**config.mk**
```make
export PLATFORM = sky130hd
export DESIGN_NAME = ilv_map_gen
export DESIGN_NICKNAME = d
export VERILOG_FILES = /design/src/rtl/ilv_pkg.sv /design/src/rtl/ilv_cfg_check.sv /design/src/rtl/ilv_next_val.sv /design/src/rtl/ilv_seq.sv /design/src/rtl/ilv_map_gen.sv
export SDC_FILE = /design/constraint.sdc
export NUM_CORES = 1
export LEC_CHECK = 0
export CORE_MARGIN = 4
export CORE_UTILIZATION = 50
export CTS_BUF_LIST = sky130_fd_sc_hd__clkbuf_16
export DETAILED_ROUTE_END_ITERATION = 10
export GPL_ROUTABILITY_DRIVEN = 0
export PLACE_DENSITY = 0.84
export SYNTH_ARGS = -nofsm -noshare
export SYNTH_HDL_FRONTEND = slang
export SYNTH_SLANG_ARGS = --single-unit
```
**constraint.sdc**
```tcl
create_clock -name clk -period 7.4 [get_ports clk]
set_input_delay 0.74 -clock clk [delete_from_list [all_inputs] [get_ports clk]]
set_output_delay 0.74 -clock clk [all_outputs]
set_load 0.02 [all_outputs]
```
**src/rtl/ilv_pkg.sv**
```systemverilog
package ilv_pkg;
  typedef enum logic {
    S_IDLE = 1'b0,
    S_RUN  = 1'b1
  } ilv_state_e;
endpackage

```
**src/rtl/ilv_cfg_check.sv**
```systemverilog
module ilv_cfg_check #(
  parameter int MAX_SECTORS = 104,
  parameter int W           = 7
) (
  input  logic [W-1:0] count_i,
  input  logic [W-1:0] code_i,
  output logic         ok_o
);
  always_comb begin
    ok_o = (code_i != '0) && (code_i < count_i) && (int'(count_i) <= MAX_SECTORS);
  end
endmodule

```
**src/rtl/ilv_next_val.sv**
```systemverilog
module ilv_next_val #(
  parameter int W = 7
) (
  input  logic [W-1:0] cur_i,
  input  logic [W-1:0] base_i,
  input  logic [W-1:0] code_i,
  input  logic [W-1:0] count_i,
  output logic [W-1:0] nxt_o,
  output logic [W-1:0] nbase_o
);
  logic [W:0] sum;
  logic       wrap;

  always_comb begin
    sum     = {1'b0, cur_i} + {1'b0, code_i};
    wrap    = (sum >= {1'b0, count_i});
    nbase_o = wrap ? (base_i + W'(1)) : base_i;
    nxt_o   = wrap ? (base_i + W'(1)) : sum[W-1:0];
  end
endmodule

```
**src/rtl/ilv_seq.sv**
```systemverilog
module ilv_seq
  import ilv_pkg::*;
#(
  parameter int W = 7
) (
  input  logic         clk,
  input  logic         rst_n,
  input  logic         start_i,
  input  logic         cfg_ok_i,
  input  logic [W-1:0] count_i,
  input  logic [W-1:0] code_i,
  output logic [W-1:0] phys_o,
  output logic [W-1:0] log_o,
  output logic         valid_o,
  output logic         done_o,
  output logic         err_o
);
  ilv_state_e  state_q, state_d;
  logic [W-1:0] phys_q, phys_d;
  logic [W-1:0] log_q, log_d;
  logic [W-1:0] base_q, base_d;
  logic [W-1:0] n_q, n_d;
  logic [W-1:0] code_q, code_d;
  logic         done_q, done_d;
  logic         err_q, err_d;
  logic         data_en;
  logic         running, last, accept;
  logic [W-1:0] nxt_val, nxt_base;

  ilv_next_val #(.W(W)) u_next (
    .cur_i  (log_q),
    .base_i (base_q),
    .code_i (code_q),
    .count_i(n_q),
    .nxt_o  (nxt_val),
    .nbase_o(nxt_base)
  );

  always_comb begin
    running = (state_q == S_RUN);
    last    = running && (phys_q == n_q - W'(1));
    accept  = start_i && (!running || last);
    state_d = state_q;
    phys_d  = phys_q;
    log_d   = log_q;
    base_d  = base_q;
    n_d     = n_q;
    code_d  = code_q;
    done_d  = 1'b0;
    err_d   = 1'b0;
    data_en = 1'b0;
    if (accept) begin
      if (cfg_ok_i) begin
        data_en = 1'b1;
        state_d = S_RUN;
        phys_d  = '0;
        log_d   = '0;
        base_d  = '0;
        n_d     = count_i;
        code_d  = code_i;
      end else begin
        state_d = S_IDLE;
        err_d   = 1'b1;
      end
    end else if (running) begin
      if (last) begin
        state_d = S_IDLE;
      end else begin
        data_en = 1'b1;
        phys_d  = phys_q + W'(1);
        log_d   = nxt_val;
        base_d  = nxt_base;
        done_d  = ((phys_q + W'(1)) == (n_q - W'(1)));
      end
    end
  end

  always_ff @(posedge clk or negedge rst_n) begin
    if (!rst_n) begin
      state_q <= S_IDLE;
      done_q  <= 1'b0;
      err_q   <= 1'b0;
    end else begin
      state_q <= state_d;
      done_q  <= done_d;
      err_q   <= err_d;
    end
  end

  always_ff @(posedge clk or negedge rst_n) begin
    if (!rst_n) begin
      phys_q <= '0;
      log_q  <= '0;
      base_q <= '0;
      n_q    <= '0;
      code_q <= '0;
    end else if (data_en) begin
      phys_q <= phys_d;
      log_q  <= log_d;
      base_q <= base_d;
      n_q    <= n_d;
      code_q <= code_d;
    end
  end

  always_comb begin
    valid_o = running;
    phys_o  = running ? phys_q : '0;
    log_o   = running ? log_q : '0;
    done_o  = done_q;
    err_o   = err_q;
  end

  // the first entry of every map carries logical 0
  a_r1_first_zero: assert property (@(posedge clk) disable iff (!rst_n)
    (valid_o && phys_o == '0) |-> (log_o == '0));

  // the physical index advances by one with no gap
  a_r1_phys_step: assert property (@(posedge clk) disable iff (!rst_n)
    (valid_o && $past(valid_o) && phys_o != '0) |-> (phys_o == $past(phys_o) + W'(1)));

  // below the count the value advances by the code
  a_r2_step: assert property (@(posedge clk) disable iff (!rst_n)
    (valid_o && $past(valid_o) && phys_o != '0 &&
     (int'($past(log_o)) + int'(code_q) < int'(n_q)))
    |-> (int'(log_o) == int'($past(log_o)) + int'(code_q)));

  // a wrap lands on a new run start, which is always below the code
  a_r3_wrap_low: assert property (@(posedge clk) disable iff (!rst_n)
    (valid_o && $past(valid_o) && phys_o != '0 &&
     (int'($past(log_o)) + int'(code_q) >= int'(n_q)))
    |-> (log_o < code_q));

  // every emitted value lies inside the track
  a_r4_in_range: assert property (@(posedge clk) disable iff (!rst_n)
    valid_o |-> (log_o < n_q));

  // a refused configuration never shows an entry
  a_r5_err_quiet: assert property (@(posedge clk) disable iff (!rst_n)
    err_o |-> !valid_o);

  // done only marks the final entry, for one cycle
  a_r6_done_last: assert property (@(posedge clk) disable iff (!rst_n)
    done_o |-> (valid_o && phys_o == n_q - W'(1)));

  a_r6_done_single: assert property (@(posedge clk) disable iff (!rst_n)
    done_o |=> !done_o);
endmodule

```
**src/rtl/ilv_map_gen.sv**
```systemverilog
module ilv_map_gen #(
  parameter int MAX_SECTORS = 104,
  localparam int W          = $clog2(MAX_SECTORS + 1)
) (
  input  logic         clk,
  input  logic         rst_n,
  input  logic         start,
  input  logic [W-1:0] sec_count,
  input  logic [W-1:0] ilv_code,
  output logic [W-1:0] phys_idx,
  output logic [W-1:0] log_sec,
  output logic         ent_valid,
  output logic         map_done,
  output logic         cfg_err
);
  logic cfg_ok;

  ilv_cfg_check #(.MAX_SECTORS(MAX_SECTORS), .W(W)) u_cfg (
    .count_i(sec_count),
    .code_i (ilv_code),
    .ok_o   (cfg_ok)
  );

  ilv_seq #(.W(W)) u_seq (
    .clk     (clk),
    .rst_n   (rst_n),
    .start_i (start),
    .cfg_ok_i(cfg_ok),
    .count_i (sec_count),
    .code_i  (ilv_code),
    .phys_o  (phys_idx),
    .log_o   (log_sec),
    .valid_o (ent_valid),
    .done_o  (map_done),
    .err_o   (cfg_err)
  );

  // an error pulse lasts exactly one cycle unless a fresh start follows
  a_r5_err_pulse: assert property (@(posedge clk) disable iff (!rst_n)
    (cfg_err && !$past(start)) |-> 1'b0);
endmodule

```
==> results.tsv <==
stage	metric	value	unit
outcome	status	finished clean	
pwr	ir_drop	96.1	uV
pwr	sequentialPowerShare	0.486	
cts	cts_tree	built	
finish	seq_area	951	sq um
drt	first_pass_iters	4	
setup_path	crit_chain	ha_1, fa_1, a21o_1, a21oi_1, o21bai_1, a21oi_1, xnor2_1, ha_1, a211oi_1, o21ai_0, a211oi_2, nor2_1, a22o_1	
cts	post_cts_buffers	0	
cts	clkTransAtPathRegs	0.05	ns
setup_path	cp_max_fo	22	
pwr	power.internal	339	uW
drt	drt-initial-drc-count	88	
setup_path	worstRegToRegCells	13	
timing	fmax	249	MHz
finish	final_net_count	372	
pwr	clkPwrFrac	0.458	
synthesis	synth.avg_cell_area	9.03	sq um
synthesis	yosysTopAreaCell	dfrtp_1	
synthesis	ys.flop_type	dfrtp_1	
cts	cts_buffers	5	
floorplan	die_h	81.6	um
placed_design	placed_cells	394	
floorplan	rows	26	
synthesis	syn-num-nets	341	
drt	ant_nets	0	
drt	wire_per_inst	15.6	um
timing	drv_slew	0	
finish	area_growth	18.5	%
synthesis	syn_inst	300	
synthesis	synth_warnings	0	
timing	setup_slack	3.38	ns
setup_path	crit_type	register to register	
pwr	switching_share	0.207	
finish	fin_util	0.621	
timing	grt_setup_unrepaired	false	
grt	grt_pass1_vias	2273	
flow_run	drv_cap	0	
grt	grt_use_total	0.208	
setup_path	slowest_stage	a211oi_2	
setup_path	max_stage_delay	0.95	ns
placed_design	dp_slack	3.46	ns
grt	antenna_found_initial	0	
cts	cts_buffer_depth	2	
timing	hold_viol	0	
pwr	comb_power_share	0.056	
setup_path	cp.required	7.57	ns
synthesis	netlist_top_cells_count	38 x dfrtp_1, 28 x nand2_1, 24 x o21ai_0	
setup_path	path_depth	13	
finish	nFillCells	418	
pwr	p_per_area	133	mW/mm^2
finish	multiInputGateArea	0.00163	sq mm
timing	finalCriticalPeriod	4.02	ns
drt	remaining_drc_errors	0	
cts	htree_levels	2	
synthesis	synth_edf_count	0	
floorplan	fp.dieArea	0.00666	sq mm
synthesis	ys_ff_latch	38	
setup_path	crit_path_end_kind	register	
synthesis	yosysMostFrequentCell	dfrtp_1	
placed_design	io_buffers	33	
grt	grt_max_degree	39	
finish	stdcell_area	0.00321	sq mm
setup_path	worstSetupStartpointType	register	
timing	tightest_slew	1.20	ns
pwr	switchingPower	88.7	uW
timing	setup_tns	0	ns
hold_path	hold_depth	1	
timing	finalSetupViolCount	0	
synthesis	ys_types	48	
cts	root_buffer	clkbuf_16	
finish	n_antenna_cell	0	
setup_path	cp.arrival	4.19	ns
timing	clock-skew-final	0.00470	ns
hold_path	holdCritPathClass	register to register	
drt	routed_via_density	5.60	
cts	clock_latency	0.28	ns
cts	cts_hold_buf	0	
grt	overflow	0	
cts	numClockSinks	38	
synthesis	synthTopCellsByArea	dfrtp_1 35%, ha_1 11%, xnor2_1 6.5%	
floorplan	num_io_pins	34	
timing	slew-limit-headroom	0.200	
cts	cts-resized-gates	0	
pwr	power_leakage	0.00156	uW
synthesis	seq_area_frac_synth	0.351	
finish	final_cells	400	
setup_path	critPathTopFamily	compound AO/OA/AOI/OAI gates	
grt	grt_pass1_wl	10700	um
timing	period_share	0.544	
synthesis	synth_top_area_share	0.351	
drt	vias	2239	
floorplan	core_area	0.00517	sq mm
finish	drive_above_1_share	0.0455	
floorplan	initial_core_util	0.524	
placed_design	place_area	0.00308	sq mm
setup_path	path_buf_inv	0	
placed_design	place_hpwl	4680	um
floorplan	die_w	81.6	um
synthesis	syn-cell-area	0.00271	sq mm
synthesis	ys_async_sr_fraction	1.00	
drt	wl	6260	um
-- placed cells by master (no fill, tap or decap), types with 4 or more instances in the layout --
master / instances
a211oi_1: 4
a21oi_1: 22
and2_1: 15
and3_1: 7
clkbuf_16: 5
clkdlybuf4s50_1: 32
dfrtp_1: 38
ha_1: 23
inv_1: 21
mux2_1: 6
nand2_1: 28
nand2b_1: 4
nand3_1: 6
nor2_1: 17
o211ai_1: 5
o21ai_0: 24
xnor2_1: 20
xor2_1: 8
-- stage by stage --
step	power [uW]	hold slack (ns)
CTS	430	0.511
global route	442	0.541
finish	428	0.511
detailed placement	236	0.499
global placement	235	0.479
floorplan	219	0.444
-- final timing paths --
check	from	to	slack, ns
hold reg to reg	u_seq.code_q[5]$_DFFE_PN0P_	u_seq.code_q[5]$_DFFE_PN0P_	0.51
setup / recovery	u_seq.log_q[0]$_DFFE_PN0P_	u_seq.base_q[1]$_DFFE_PN0P_	3.38
max in group asynchronous	rst_n	u_seq.base_q[5]$_DFFE_PN0P_	6.29
setup reg to reg	u_seq.log_q[0]$_DFFE_PN0P_	u_seq.base_q[1]$_DFFE_PN0P_	3.38
min in group asynchronous	rst_n	u_seq.phys_q[3]$_DFFE_PN0P_	0.57
hold / removal	u_seq.code_q[5]$_DFFE_PN0P_	u_seq.code_q[5]$_DFFE_PN0P_	0.51
-- layout make-up --
cell class	count	area share
Clock buffer	5	0.0390
Clock inverter	1	0.00117
Inverter	22	0.0257
Multi-Input combinational cell	230	0.507
Sequential cell	38	0.296
Tap cell	70	0.0273
Timing Repair Buffer	34	0.104
-- logic make-up (layout without fill, tap and decap cells) --
family                     count (synthesis)  after routing  synth area share
adders and majority gates                 24             24             0.114
xor gates and xnor gates                  29             29            0.0988
buffers and inverters                     32             62            0.0499
AOI/OAI and AO/OA                         76             76             0.176
muxes                                      8              8            0.0328
and+or+nand+nor                           93             93             0.177
DFF                                       38             38             0.351
-- metal layers --
metal | global-route usage | share of wire
met4 | 0.0681 | 0.019
met2 | 0.366 | 0.51
met3 | 0.0450 | 0.038
met5 | 0 | 0
met1 | 0.252 | 0.43
-- power by group through the flow --
stage	clock network (uW)	logic [uW]	registers, uW
final	196	24.0	208
after global routing	207	27.0	208
after CTS	198	24.3	208
after detailed placement	0	24.2	212
after global placement	0	23.6	212
after floorplan	0	7.36	212
-- registers in the layout, indices dropped and copies added, names as in the netlist --
register	cells
u_seq.base_q	7
u_seq.phys_q	7
u_seq.code_q	7
u_seq.done_o	1
u_seq.n_q	7
u_seq.log_q	7
u_seq.valid_o	1
u_seq.err_o	1
Power figures use the tool's default switching activity.
